$ cat src/rtl/opt_pkg.sv
// Package: shared encodings for the open page tracking table.
// Assumes two-bit command and class fields on the block's ports.
package opt_pkg;

    typedef enum logic [1:0] {
        CMD_ACT    = 2'd0,
        CMD_PRE    = 2'd1,
        CMD_APRE   = 2'd2,
        CMD_PREALL = 2'd3
    } upd_cmd_e;

    typedef enum logic [1:0] {
        CLS_HIT      = 2'd0,
        CLS_IDLE     = 2'd1,
        CLS_CONFLICT = 2'd2,
        CLS_BADBANK  = 2'd3
    } acc_cls_e;

endpackage

$ cat src/rtl/opt_bank_entry.sv
// Module: one bank entry of the table (valid flag plus open page).
// Offers its next-state value so a same-cycle lookup can see an update.
// Assumes open_en and close_en are never both high.
module opt_bank_entry #(
    parameter int PAGE_W = 13
) (
    input  logic              clk,
    input  logic              rst_n,
    input  logic              open_en,
    input  logic              close_en,
    input  logic [PAGE_W-1:0] page_in,
    output logic              nxt_valid,
    output logic [PAGE_W-1:0] nxt_page
);
    logic              cur_valid;
    logic [PAGE_W-1:0] cur_page;

    // Next state: an activate opens, a precharge closes, otherwise hold.
    always_comb begin
        nxt_valid = cur_valid;
        nxt_page  = cur_page;
        if (open_en) begin
            nxt_valid = 1'b1;
            nxt_page  = page_in;
        end else if (close_en) begin
            nxt_valid = 1'b0;
        end
    end

    // Entry storage, cleared to closed on reset.
    always_ff @(posedge clk) begin
        if (!rst_n) begin
            cur_valid <= 1'b0;
            cur_page  <= '0;
        end else begin
            cur_valid <= nxt_valid;
            cur_page  <= nxt_page;
        end
    end
endmodule

$ cat src/rtl/opt_update_decode.sv
// Module: turns one command report into per-entry open and close strobes.
// Entry index is row*MAX_BANKS+bank. Banks in the upper half of a
// two-bank row take single-bank commands as no-ops; precharge-all
// clears every bank of its row.
module opt_update_decode #(
    parameter int NUM_ROWS  = 8,
    parameter int MAX_BANKS = 4
) (
    input  logic                          up_valid,
    input  logic [1:0]                    up_cmd,
    input  logic [$clog2(NUM_ROWS)-1:0]   up_cs,
    input  logic [$clog2(MAX_BANKS)-1:0]  up_bank,
    input  logic [NUM_ROWS-1:0]           row_four,
    output logic [NUM_ROWS*MAX_BANKS-1:0] open_vec,
    output logic [NUM_ROWS*MAX_BANKS-1:0] close_vec
);
    import opt_pkg::*;
    localparam int CS_W = $clog2(NUM_ROWS);
    localparam int BK_W = $clog2(MAX_BANKS);

    logic is_act, is_single_close, is_all_close;

    // Command type decode.
    always_comb begin
        is_act          = up_valid && (up_cmd == CMD_ACT);
        is_single_close = up_valid && ((up_cmd == CMD_PRE) || (up_cmd == CMD_APRE));
        is_all_close    = up_valid && (up_cmd == CMD_PREALL);
    end

    for (genvar r = 0; r < NUM_ROWS; r++) begin : g_row
        logic row_sel;
        assign row_sel = (up_cs == CS_W'(r));
        for (genvar b = 0; b < MAX_BANKS; b++) begin : g_bank
            logic bank_ok;
            logic bank_sel;
            if (b < MAX_BANKS / 2) begin : g_low
                assign bank_ok = 1'b1;
            end else begin : g_high
                assign bank_ok = row_four[r];
            end
            assign bank_sel = row_sel && (up_bank == BK_W'(b)) && bank_ok;
            assign open_vec[r*MAX_BANKS+b]  = is_act && bank_sel;
            assign close_vec[r*MAX_BANKS+b] = (is_single_close && bank_sel)
                                            || (is_all_close && row_sel);
        end
    end
endmodule

$ cat src/rtl/opt_classify.sv
// Module: combinational lookup of one row/bank against the table's
// next state, producing the access class. Assumes NUM_ROWS and
// MAX_BANKS are powers of two so {cs,bank} indexes the entry.
module opt_classify #(
    parameter int NUM_ROWS  = 8,
    parameter int MAX_BANKS = 4,
    parameter int PAGE_W    = 13
) (
    input  logic [$clog2(NUM_ROWS)-1:0]               lk_cs,
    input  logic [$clog2(MAX_BANKS)-1:0]              lk_bank,
    input  logic [PAGE_W-1:0]                         lk_page,
    input  logic [NUM_ROWS-1:0]                       row_four,
    input  logic [NUM_ROWS*MAX_BANKS-1:0]             ent_valid,
    input  logic [NUM_ROWS*MAX_BANKS-1:0][PAGE_W-1:0] ent_page,
    output logic [1:0]                                cls
);
    import opt_pkg::*;
    localparam int CS_W  = $clog2(NUM_ROWS);
    localparam int BK_W  = $clog2(MAX_BANKS);
    localparam int IDX_W = CS_W + BK_W;

    logic [IDX_W-1:0] idx;
    logic             legal;

    // Entry select and bank-range check.
    always_comb begin
        idx   = {lk_cs, lk_bank};
        legal = row_four[lk_cs] || ({1'b0, lk_bank} < (BK_W+1)'(MAX_BANKS / 2));
    end

    // Class decision in priority order: invalid, idle, hit, conflict.
    always_comb begin
        if (!legal)                          cls = CLS_BADBANK;
        else if (!ent_valid[idx])            cls = CLS_IDLE;
        else if (ent_page[idx] == lk_page)   cls = CLS_HIT;
        else                                 cls = CLS_CONFLICT;
    end
endmodule

$ cat src/rtl/open_page_table.sv
// Module: open page tracking table top. Holds one entry per bank of
// every row, updated from command reports, and returns a registered
// class for each lookup one edge after it is presented. Lookups see
// same-cycle updates. Pages stay open until a precharge is reported.
module open_page_table #(
    parameter int NUM_ROWS  = 8,
    parameter int MAX_BANKS = 4,
    parameter int PAGE_W    = 13
) (
    input  logic                         clk,
    input  logic                         rst_n,
    input  logic [NUM_ROWS-1:0]          row_four,
    input  logic                         lk_valid,
    input  logic [$clog2(NUM_ROWS)-1:0]  lk_cs,
    input  logic [$clog2(MAX_BANKS)-1:0] lk_bank,
    input  logic [PAGE_W-1:0]            lk_page,
    input  logic                         up_valid,
    input  logic [1:0]                   up_cmd,
    input  logic [$clog2(NUM_ROWS)-1:0]  up_cs,
    input  logic [$clog2(MAX_BANKS)-1:0] up_bank,
    input  logic [PAGE_W-1:0]            up_page,
    output logic                         res_valid,
    output logic [$clog2(NUM_ROWS)-1:0]  res_cs,
    output logic [$clog2(MAX_BANKS)-1:0] res_bank,
    output logic [1:0]                   res_class
);
    localparam int N_ENT = NUM_ROWS * MAX_BANKS;

    logic [N_ENT-1:0]             open_vec;
    logic [N_ENT-1:0]             close_vec;
    logic [N_ENT-1:0]             nxt_valid;
    logic [N_ENT-1:0][PAGE_W-1:0] nxt_page;
    logic [1:0]                   cls_now;

    opt_update_decode #(.NUM_ROWS(NUM_ROWS), .MAX_BANKS(MAX_BANKS)) u_dec (
        .up_valid (up_valid),
        .up_cmd   (up_cmd),
        .up_cs    (up_cs),
        .up_bank  (up_bank),
        .row_four (row_four),
        .open_vec (open_vec),
        .close_vec(close_vec)
    );

    for (genvar e = 0; e < N_ENT; e++) begin : g_ent
        opt_bank_entry #(.PAGE_W(PAGE_W)) u_ent (
            .clk      (clk),
            .rst_n    (rst_n),
            .open_en  (open_vec[e]),
            .close_en (close_vec[e]),
            .page_in  (up_page),
            .nxt_valid(nxt_valid[e]),
            .nxt_page (nxt_page[e])
        );
    end

    opt_classify #(.NUM_ROWS(NUM_ROWS), .MAX_BANKS(MAX_BANKS), .PAGE_W(PAGE_W)) u_cls (
        .lk_cs    (lk_cs),
        .lk_bank  (lk_bank),
        .lk_page  (lk_page),
        .row_four (row_four),
        .ent_valid(nxt_valid),
        .ent_page (nxt_page),
        .cls      (cls_now)
    );

    // Result register: one-cycle pipelined lookup outcome.
    always_ff @(posedge clk) begin
        if (!rst_n) begin
            res_valid <= 1'b0;
            res_cs    <= '0;
            res_bank  <= '0;
            res_class <= '0;
        end else begin
            res_valid <= lk_valid;
            if (lk_valid) begin
                res_cs    <= lk_cs;
                res_bank  <= lk_bank;
                res_class <= cls_now;
            end
        end
    end
endmodule

$ cat config.mk
export PLATFORM = sky130hd
export DESIGN_NAME = open_page_table
export DESIGN_NICKNAME = d
export VERILOG_FILES = /design/src/rtl/opt_pkg.sv /design/src/rtl/opt_bank_entry.sv /design/src/rtl/opt_update_decode.sv /design/src/rtl/opt_classify.sv /design/src/rtl/open_page_table.sv
export SDC_FILE = /design/constraint.sdc
export NUM_CORES = 1
export LEC_CHECK = 0
export ABC_CLOCK_PERIOD_IN_PS = 3800
export BUFFER_PORTS_ARGS = -buffer_cell sky130_fd_sc_hd__buf_4
export CORE_ASPECT_RATIO = 0.9
export CORE_MARGIN = 5
export CORE_UTILIZATION = 40
export CTS_CLUSTER_DIAMETER = 80
export DETAILED_ROUTE_END_ITERATION = 7
export RECOVER_POWER = 50
export SLEW_MARGIN = 0
export SYNTH_ARGS = -nofsm -noshare
export SYNTH_HDL_FRONTEND = slang
export SYNTH_SLANG_ARGS = --single-unit
$ cat constraint.sdc
create_clock -name clk -period 3.8 [get_ports clk]
set_input_delay 0.76 -clock clk [delete_from_list [all_inputs] [get_ports clk]]
set_output_delay 0.76 -clock clk [all_outputs]
set_load 0.05 [all_outputs]
* Word level (Yosys, flattened, before mapping)
Index checks and enable logic that the tools add are counted.
Widths: inputs -> output; s select.
** Cells by class
- Order comparisons :: 3
- Reduce and logical (&&, ||, !) cells :: 160
- Equal/unequal tests :: 14
- Mux-type cells :: 105
** Operators by type and width (number)
- $mux 13 :: 33
- $logic_and 1x1->1 :: 123
- $mux 1 :: 66
- $bmux 13 s5 :: 1
- $logic_or 1x1->1 :: 34
- $eq 13x13->1 :: 1
- $eq 3x3->1 const B :: 4
- $eq 2x2->1 const B :: 4
- $eq 3x2->1 const B :: 2
- $lt 5x6->1 const B :: 1
- $mux 2 :: 3
- $bmux 1 s5 :: 1
- $eq 2x1->1 const B :: 2
- $logic_not 2->1 :: 2
- $lt 3x4->1 const B :: 1
- $bmux 1 s3 :: 1
- $eq 3x1->1 const B :: 1
- $logic_not 3->1 :: 1
- $lt 2x2->1 const B :: 1
** Word-level totals
- Bits in registers :: 456
- Logic and storage cells :: 350

* Longest topological paths before layout
Gate-level depths: netlist of run 1.
- Depth after elaboration :: 11
- Gate-level depth with buffers :: 15
- Mapped depth without buffers :: 12

* Hierarchy
From an unflattened synthesis of run 1, not the netlist that was laid out.
** Unflattened totals
- Cell total of the unflattened synthesis :: 1935
- Area, all modules :: 24118.1 um^2
** Modules (own cells, without submodules)
- opt_bank_entry :: times used 32, area an instance 598.1 um^2, sequential area each 280.3 um^2, cells each 46
- opt_classify :: times used 1, area an instance 3866.2 um^2, sequential area each 0.0 um^2, cells each 309
- opt_update_decode :: times used 1, area an instance 820.8 um^2, sequential area each 0.0 um^2, cells each 130
- open_page_table :: times used 1, area an instance 292.8 um^2, sequential area each 160.2 um^2, cells each 24

* Least setup slack after synthesis of run 1
OpenSTA, ideal clock, no wires.
- Path kind :: input-to-reg
- From :: in up_cmd[0]
- To :: reg res_class[1]
- Arrival time :: 3.488 ns
- Setup slack :: 0.192 ns
- Buffers on the path :: 2
- Setup time :: 0.120 ns
- Cell stages on the path :: 14
- Cell sequence :: inv_1 > ha_1 > and4bb_1 > buf_2 > buf_6 > nand2_4 > mux2i_1 > mux4_2 > o21ba_2 > a211oi_1 > mux2i_1 > nor4b_2 > nand4_1 > o31a_1
** On the way
- Longest elaborated chain between the ends :: 11
- Elaborated cells on any way between the ends :: 216
- Classes of those cells :: 4 x eq/ne; 103 x mux; 109 x reduce/logical
** RTL lines
- start: declaration :: RTL line open_page_table.sv:18 : input logic [1:0] up_cmd,
- branches (longest 9 deep; another with $mux 13)
- $mux 2 (*) :: RTL line opt_classify.sv:34 : else if (!ent_valid[idx]) cls = CLS_IDLE;
- $mux 2 (*) :: RTL line opt_classify.sv:33 : if (!legal) cls = CLS_BADBANK;
- end signal: assignment :: RTL line open_page_table.sv:79 : res_class <= cls_now;
- end: declaration :: RTL line open_page_table.sv:25 : output logic [1:0] res_class
Mark *: on every way between the ends. The select of a mux whose other input is x is not followed.
A chain may end at the register's enable or synchronous reset.

* Final worst setup path of run 1
Ends and elaborated chain as after synthesis.

==> results.yml, run 1 <==
routing:
  m1WireLength_um: 36300
  firstDrtPassIters: 7
  met2WireLength_um: 34300
  drc: 0
  wire_per_inst_um: 24.0
  dr.max_layer_used: "met4"
  vias: 19600
  drt_iter0_markers: 2086
  wl_met3_um: 8180
  antenna_left: 0
  routed_wl_um: 81800
  via_per_inst: 5.75
status:
  violations: "max-capacitance violations, max-slew violations"
  status: "finished, violations left"
sta:
  fin_crit_sh: 0.953
  finalCriticalPeriod_ps: 3620
  setup_viol: 0
  hold_slack_ps: 473
  hold_violations: 0
  report.final.slew_viol_count: 59
  setup_ws_ps: 179
  fin_skew_ps: 20.8
  max_slew.worst_pin.slew_ps: 2280
  rsz0062_at_grt: "false"
  fmax_mhz: 276
  slew_headroom: -0.518
synthesis:
  synth_top_area_frac: 0.410
  synthTopCellsByArea: "dfxtp_1 41%, mux2i_1 17%, nor2b_1 11%"
  synth_most_common_cell: "dfxtp_1"
  synth-xor-area-share: 0.00432
  yosysUniqueCellTypes: 88
  synth_seq_cells: 456
  synthCells: 2341
  synth_common_cells: "456 x dfxtp_1, 386 x nor2b_1, 369 x mux2i_1, 166 x nand2_1, 134 x clkbuf_1"
  synth-simple-area-share: 0.221
  synth_top_flop_cell: "dfxtp_1"
  synth_edf_count: 0
  yosys.area.top_type: "dfxtp_1"
  synthAdderAreaFrac: 0.00112
  synth_area_per_cell_um2: 9.52
  syn_area_mm2: 0.0223
  synth_top_family_by_area: "simple AND/OR/NAND/NOR gates"
  synth.area.mux_share: 0.195
  ys_warn_count: 0
  synth_compound_area_frac: 0.123
  synthArstFlopShare: 0
  ys_seq_area_frac: 0.410
  syn-num-nets: 2393
placement:
  hpwlAfterDp_um: 57500
  routabilityCongestion: 0.934
  io_buffers: 57
  placed_area_mm2: 0.0262
  place_ws_ps: -334
grt:
  grt_overflow: 0
  track_usage: 0.263
  grt_pass1_wl_um: 122000
  grt_max_degree: 176
  grt_pass1_vias: 19200
  antenna_found_initial: 0
clock_network:
  clockBufferDepth: 3
  post_cts_buffers: 0
  cts_resized: 0
  cts_made_buffers: 50
  cts-root-buf: "clkbuf_16"
  htreeDepth: 2
  numClockSinks: 456
  path_clk_slew_ps: 70
  cts_hold_buffers: 0
  worstSkewPairLatency_ps: 610
  cts_tree: "built"
pwr:
  power_w: 0.0108
  switching_share: 0.251
  power_frac_seq: 0.443
  ir_drop_mv: 0.322
  power_density_mw_per_mm2: 391
  share_comb_of_total_power: 0.099
  power_frac_clock: 0.459
  p_switching_w: 0.00272
  internal_power_w: 0.00813
  leakagePower_nw: 11.2
finish:
  final_area_mm2: 0.0278
  area_delta_synth_final_pct: 24.6
  drive_gt1_frac: 0.240
  diodes: 0
  nets: 2718
setup_path:
  worstSetupStartpointType: "primary input"
  cp_max_fo: 8
  required_ps: 4300
  arrival_ps: 4120
  rr_worst_depth: 8
  critPathKind: "primary input to register"
  end_kind: "register"
floorplan:
  ios: 58
  dieArea_mm2: 0.0605
  die_w_um: 259
  core_area_mm2: 0.0554
  initial_core_util: 0.402
  die_h_um: 234
  rows: 82
worst_hold_path:
  worstHoldPathCells: 2
  min_path_type: "register to register"
job:
  drv_cap: 1
==> through the flow <==
stage	utilization	setup TNS, ps	std cells
final	0.501	0	3415
after detailed placement	0.472	-334	3328
after global routing	0.501	0	3415
after floorplan	-	0	2341
after global placement	0.472	-332	3328
after CTS	0.502	0	3415
==> cell type report <==
cell class                      count  area [um2]
Fill cell                        5174       27600
Multi-Input combinational cell   1663       12200
Sequential cell                   456        9130
Timing Repair Buffer              485        3900
Clock buffer                       76        1520
Tap cell                          714         893
Clock inverter                     11         133
Inverter                           10        37.5
==> metal layers <==
layer,vias up,GRT usage
met3,173,0.0572
met5,-,0
met4,0,0.0948
li1,8902,-
met2,940,0.393
met1,9614,0.377
==> cell usage in the layout (no fill, tap or decap), types with 6 or more instances in the layout <==
cell type,n
mux4_2,24
a221oi_1,16
nand2_1,166
nor4_1,7
a31oi_1,13
buf_12,23
a21boi_0,57
clkbuf_8,11
buf_4,453
dfxtp_1,456
a21oi_1,94
nand4_1,18
nand2_4,6
nand2_2,7
mux2_2,10
o22ai_1,13
xor2_1,7
nor2_1,63
nor2_4,13
o21ai_0,57
mux2i_1,369
and2_1,17
clkbuf_1,19
nand3_1,51
nor3_1,37
o21a_1,8
clkbuf_16,53
a32oi_1,12
a211oi_1,13
clkinv_2,7
nor2b_1,386
a311oi_1,6
a22oi_1,61
nor2_2,7
o211ai_1,11
==> power by group through the flow <==
stage | sequential [W] | clock, W | combinational (W)
after global routing | 0.00480 | 0.00525 | 0.00111
after CTS | 0.00480 | 0.00505 | 0.00105
after global placement | 0.00491 | 0 | 0.00104
after floorplan | 0.00492 | 0 | 0.000552
after detailed placement | 0.00491 | 0 | 0.00104
final | 0.00480 | 0.00498 | 0.00107
==> state kept, by name (all words and copies together) (netlist names) <==
| name | count |
|---|---|
| g_ent.u_ent.cur_page | 416 |
| g_ent.u_ent.cur_valid | 32 |
| res_bank | 2 |
| res_class | 2 |
| res_cs | 3 |
| res_valid | 1 |
==> path summary, 6_finish.rpt <==
check                                         startpoint                                      to  slack, ps
setup / recovery                               up_cmd[0]               res_class[1]$_SDFFE_PN0P_        180
hold / removal    g_ent[28].u_ent.cur_page[5]$_SDFF_PN0_  g_ent[28].u_ent.cur_page[5]$_SDFF_PN0_        470
setup reg to reg  g_ent[15].u_ent.cur_page[6]$_SDFF_PN0_               res_class[1]$_SDFFE_PN0P_       1270
hold reg to reg   g_ent[28].u_ent.cur_page[5]$_SDFF_PN0_  g_ent[28].u_ent.cur_page[5]$_SDFF_PN0_        470
==> critical path, cell delays in order <==
cell     delay, ps
buf_4          120
inv_1           50
ha_1           190
buf_12         140
nand4_4        190
buf_4          200
nor2_2         160
buf_4          180
mux2i_1        100
a22oi_1        270
nand4_1        360
or3_1          480
nor4_1         310
xnor2_1        170
nand4_1        140
o31a_1         300
==> cells by family after synthesis <==
logic type,Yosys count
xor+xnor,11
fa+ha+maj,2
buf+inv,222
mux,403
compound gates,404
flops,456
simple gates,843
(Power assumes the default switching activity.)
==> run 2, diff against run 1 <==
--- a/config.mk
+++ b/config.mk
@@ -5,6 +5,7 @@
 export SDC_FILE = /design/constraint.sdc
 export NUM_CORES = 1
 export LEC_CHECK = 0
+export ABC_AREA = 1
 export ABC_CLOCK_PERIOD_IN_PS = 3800
 export BUFFER_PORTS_ARGS = -buffer_cell sky130_fd_sc_hd__buf_4
 export CORE_ASPECT_RATIO = 0.9
==> results.yml, run 2 <==
sta:
  hold_violations: 0
  setup_viol: 0
  fin_crit_sh: 0.840
  slew_headroom: -0.244
  finalCriticalPeriod_ps: 3190
  report.final.slew_viol_count: 228
  max_slew.worst_pin.slew_ps: 1870
  fmax_mhz: 313
  fin_setup_tns_ps: 0
  rsz0062_at_grt: "false"
  fin_skew_ps: 14.7
clock_network:
  clockBufferDepth: 3
  worstSkewPairLatency_ps: 610
  numClockSinks: 456
  cts-root-buf: "clkbuf_16"
  htreeDepth: 2
  cts_tree: "built"
  post_cts_buffers: 0
  cts_made_buffers: 52
  cts_hold_buffers: 0
  path_clk_slew_ps: 60
  cts_resized: 0
placement:
  hpwlAfterDp_um: 66400
  routabilityCongestion: 0.924
  placed_area_mm2: 0.0277
  io_buffers: 57
synthesis:
  yosysUniqueCellTypes: 36
  synth_top_flop_cell: "dfxtp_1"
  syn-num-nets: 4222
  synth_top_area_frac: 0.354
  yosys.area.top_type: "dfxtp_1"
  synth_common_cells: "1158 x nand2_1, 1116 x nand3_1, 456 x dfxtp_1, 374 x inv_1, 365 x nor2_1"
  syn_area_mm2: 0.0258
  synth_edf_count: 0
  ys_warn_count: 0
  synth_most_common_cell: "nand2_1"
  synth_area_per_cell_um2: 6.18
  synthCells: 4170
  synthTopCellsByArea: "dfxtp_1 35%, nand3_1 22%, nand2_1 17%"
  ys_seq_area_frac: 0.354
  synth_seq_cells: 456
  synthArstFlopShare: 0
floorplan:
  core_area_mm2: 0.0640
  dieArea_mm2: 0.0696
  die_h_um: 251
  die_w_um: 278
  ios: 58
  rows: 88
  initial_core_util: 0.403
finish:
  final_area_mm2: 0.0293
  largest_reg_flops: 416
  layout_commonest_cell: "nand2_1"
  top_register: "g_ent.u_ent.cur_page"
  nets: 4198
  drive_gt1_frac: 0.0929
  area_delta_synth_final_pct: 13.8
  reg.largest.list: "g_ent.u_ent.cur_page: 416 flops, g_ent.u_ent.cur_valid: 32 flops, res_cs: 3 flops"
  final_cell_mix: "1159 x nand2_1, 1117 x nand3_1, 456 x dfxtp_1"
  diodes: 0
routing:
  vias: 27900
  drc: 0
  via_per_inst: 5.53
  routed_wl_um: 99700
  firstDrtPassIters: 6
  drt_iter0_markers: 3500
  wire_per_inst_um: 19.8
  antenna_left: 0
grt:
  grt_max_degree: 102
  grt_pass1_vias: 25000
  grt_overflow: 0
  grt_pass1_wl_um: 153000
  antenna_found_initial: 0
  track_usage: 0.275
setup_path:
  ff2ff_setup_slack_ps: 1770
  regToRegEndpoint: "res_class[1]$_SDFFE_PN0P_"
  arrival_ps: 3700
  critPathKind: "primary input to register"
  rr_worst_depth: 16
  cp_max_fo: 13
  required_ps: 4310
  end_kind: "register"
  r2r_start: "g_ent[13].u_ent.cur_page[11]$_SDFF_PN0_"
  worstSetupStartpointType: "primary input"
pwr:
  power_w: 0.0112
  ir_drop_mv: 0.349
  power_density_mw_per_mm2: 380
  leakagePower_nw: 12.9
status:
  violations: "max-capacitance violations, max-slew violations"
  status: "finished, violations left"
worst_hold_path:
  min_path_type: "primary input to register"
  min_to: "g_ent[10].u_ent.cur_page[11]$_SDFF_PN0_"
  worstHoldPathCells: 3
  min_from: "up_page[11]"
job:
  drv_cap: 4
[run 2: cell families (layout without fill, tap and decap cells)]
family,count (synthesis),after routing,share of synthesized area
AO/OA/AOI/OAI,187,187,0.0392
AND/OR/NAND/NOR,2816,2816,0.492
flip-flops,456,456,0.354
adder cells (fa/ha/maj),2,2,0.000970
buffers and inverters,709,728,0.114
[run 2: routing by layer]
layer / vias to the layer above / GRT usage / routed length [um]
met1: 12800 / 0.409 / 44800
met2: 1399 / 0.403 / 41500
met5: - / 0 / 0
met3: 179 / 0.0576 / 10700
li1: 13500 / - / -
met4: 0 / 0.0774 / 2760
[run 2: report_power, final]
| group | switching, W | total [W] | internal (W) |
|---|---|---|---|
| clock network | 0.00217 | 0.00503 | 0.00285 |
| registers | 0.00000936 | 0.00481 | 0.00480 |
| logic | 0.000980 | 0.00132 | 0.000339 |
| total | 0.00316 | 0.0112 | 0.00799 |
[run 2: worst max path at each step]
stage / startpoint / to / slack, ps / cells past startpoint
2_1_floorplan: up_cmd[0] / res_class[1]$_SDFFE_PN0P_ / 1010 / 22
3_3_place_gp: up_cmd[0] / res_class[1]$_SDFFE_PN0P_ / 120 / 24
3_5_place_dp: up_cmd[0] / res_class[1]$_SDFFE_PN0P_ / 140 / 22
4_1_cts: up_cmd[0] / res_class[1]$_SDFFE_PN0P_ / 780 / 22
5_1_grt: up_cmd[0] / res_class[1]$_SDFFE_PN0P_ / 350 / 22
6_report: up_cmd[0] / res_class[1]$_SDFFE_PN0P_ / 610 / 21
[run 2: worst max-delay path: stages]
cell and delay (ps):
clkbuf_4 110, inv_1 50, ha_1 130, nand2_1 170
buf_4 280, nor3_1 540, nand2_1 180, nand3_1 120
nand3_1 150, nand3_1 120, nand3_1 170, nand2_1 180
nand2_1 110, nand3_1 140, nand2_1 70, inv_1 60
nand2_1 50, nor2_1 100, nand2_1 70, nand2_1 60
a21oi_1 50
[run 2: cell type report]
cell class | count | area [um2]
Fill cell | 6843 | 34600
Multi-Input combinational cell | 3005 | 13700
Sequential cell | 456 | 9130
Timing Repair Buffer | 242 | 2240
Clock buffer | 82 | 1590
Inverter | 389 | 1490
Tap cell | 855 | 1070
Clock inverter | 15 | 85.1
[run 2: per-stage QoR]
step                 util  hold WS (ps)  worst slack (ps)  std cells
floorplan               -           446              1010       4170
global placement    0.434           455               123       4947
detailed placement  0.434           460               135       4947
CTS                 0.460           434               783       5044
global route        0.458           464               345       5044
finish              0.458           466               607       5044
==> run 3, diff against run 2 <==
--- a/config.mk
+++ b/config.mk
@@ -5,8 +5,8 @@
 export SDC_FILE = /design/constraint.sdc
 export NUM_CORES = 1
 export LEC_CHECK = 0
-export ABC_AREA = 1
-export ABC_CLOCK_PERIOD_IN_PS = 3800
+export ABC_AREA = 0
+export ABC_CLOCK_PERIOD_IN_PS = 2900
 export BUFFER_PORTS_ARGS = -buffer_cell sky130_fd_sc_hd__buf_4
 export CORE_ASPECT_RATIO = 0.9
 export CORE_MARGIN = 5
==> constraint.sdc (replaced) <==
create_clock -name clk -period 2.9 [get_ports clk]
set_input_delay 0.58 -clock clk [delete_from_list [all_inputs] [get_ports clk]]
set_output_delay 0.58 -clock clk [all_outputs]
set_load 0.05 [all_outputs]
==> results.yml, run 3 (same netlist as run 1, synthesis figures left out) <==
status:
  status: "finished, violations left"
  violations: "max-capacitance violations, max-slew violations, negative setup slack"
finish:
  fill_cells: 4981
  final-seq-area_mm2: 0.00913
  fin_cells: 3718
  diodes: 0
  drive_gt1_frac: 0.338
  area_delta_synth_final_pct: 38.7
  layout_commonest_cell: "buf_4"
  nets: 3016
  multiInputGateArea_mm2: 0.0126
  reg.largest.list: "g_ent.u_ent.cur_page: 416 flops, g_ent.u_ent.cur_valid: 32 flops, res_cs: 3 flops"
  fin_util: 0.558
  final_cell_mix: "712 x buf_4, 456 x dfxtp_1, 386 x nor2b_1"
  largest_reg_flops: 416
  top_register: "g_ent.u_ent.cur_page"
setup_path:
  required_ps: 3390
  critPathKind: "primary input to register"
  arrival_ps: 3560
  critPathLaunch: "up_cs[1]"
  regToRegEndpoint: "res_class[1]$_SDFFE_PN0P_"
  worstSetupStartpointType: "primary input"
  ff2ff_setup_slack_ps: 530
  cp_max_fo: 14
  r2r_start: "g_ent[31].u_ent.cur_page[8]$_SDFF_PN0_"
  rr_worst_depth: 9
  end_kind: "register"
clock_network:
  cts_tree: "built"
  numClockSinks: 456
  worstSkewPairLatency_ps: 610
  cts-root-buf: "clkbuf_16"
  htreeDepth: 2
  clockBufferDepth: 3
  cts_made_buffers: 52
  path_clk_slew_ps: 60
floorplan:
  die_w_um: 259
  rows: 82
  initial_core_util: 0.402
  die_h_um: 234
  dieArea_mm2: 0.0605
  ios: 58
  core_area_mm2: 0.0554
routing:
  routed_wl_um: 85900
  drc: 0
  firstDrtPassIters: 5
  via_per_inst: 5.51
  antenna_left: 0
  vias: 20500
  wire_per_inst_um: 23.1
  drt_iter0_markers: 1993
sta:
  rsz0062_at_grt: "true"
  fmax_mhz: 325
  fin_crit_sh: 1.06
  slew_headroom: -0.140
  max_slew.worst_pin.slew_ps: 1710
  setup_ws_ps: -178
  hold_violations: 0
  setup_viol: 1
  hold_slack_ps: 313
  finalCriticalPeriod_ps: 3080
  report.final.slew_viol_count: 93
  fin_skew_ps: 23.6
pwr:
  leakagePower_nw: 12.8
  power_density_mw_per_mm2: 465
  ir_drop_mv: 0.476
  power_w: 0.0144
worst_hold_path:
  min_path_type: "primary input to register"
  min_from: "lk_valid"
  min_to: "res_valid$_SDFF_PN0_"
  worstHoldPathCells: 2
job:
  drv_cap: 1
grt:
  antenna_found_initial: 0
  grt_pass1_wl_um: 129000
  grt_pass1_vias: 20400
  track_usage: 0.276
  grt_overflow: 0
  grt_max_degree: 133
placement:
  place_inst: 3598
  hpwlAfterDp_um: 62100
  io_buffers: 57
  routabilityCongestion: 0.939
[run 3: what timing repair did]
item	4_1_cts	5_1_grt
resized for setup	69	39
pin swaps	34	27
hold buffers	0	0
endpoints found under the setup margin	1	2
buffers inserted	16	9
gates cloned	1	0
[run 3: worst max-delay path by stage]
stage,endpoint,slack (ps),cells after the start
CTS,res_class[1]$_SDFFE_PN0P_,-90,16
detailed placement,res_class[1]$_SDFFE_PN0P_,-1010,15
global placement,res_class[1]$_SDFFE_PN0P_,-960,16
finish,res_class[1]$_SDFFE_PN0P_,-180,14
global route,res_class[1]$_SDFFE_PN0P_,-210,19
floorplan,res_class[1]$_SDFFE_PN0P_,-240,12
[run 3: layout make-up]
| cell class | instances | share of cell area |
|---|---|---|
| clock buffers | 77 | 0.0481 |
| clock inverters | 17 | 0.00502 |
| inverters | 10 | 0.00138 |
| multi-input cells | 1663 | 0.409 |
| flip-flops and latches | 456 | 0.295 |
| well taps | 714 | 0.0289 |
| repair buffers | 781 | 0.212 |
[run 3: where the power goes]
part	internal, W	switching [W]	total [W]
Sequential	0.00628	0.00000881	0.00629
Combinational	0.000699	0.000958	0.00166
Clock	0.00372	0.00271	0.00643
[run 3: metal layers]
layer | wire length (um) | GRT usage | vias to the layer above
li1 | - | - | 9506
met1 | 39100 | 0.396 | 9969
met2 | 37100 | 0.425 | 822
met3 | 6560 | 0.0495 | 173
met4 | 3210 | 0.0915 | 0
met5 | 0 | 0 | -
[run 3: stage by stage]
step	worst slack, ps	TNS [ps]	cell area, um2
floorplan	-244	-244	22300
global placement	-956	-1540	28500
detailed placement	-1010	-1640	28500
CTS	-86.2	-86.2	30700
global route	-214	-13700	30900
finish	-178	-178	30900
[run 3: worst max-delay path, cell delays in order]
cell and delay [ps]:
buf_4 170, buf_4 180, and3_2 250, nand3_1 150, buf_12 200, mux2i_1 350
o32ai_1 150, a211oi_2 250, o32ai_2 130, buf_4 180, nor4_4 300, xor2_1 160
nand4_1 160, o31a_1 310
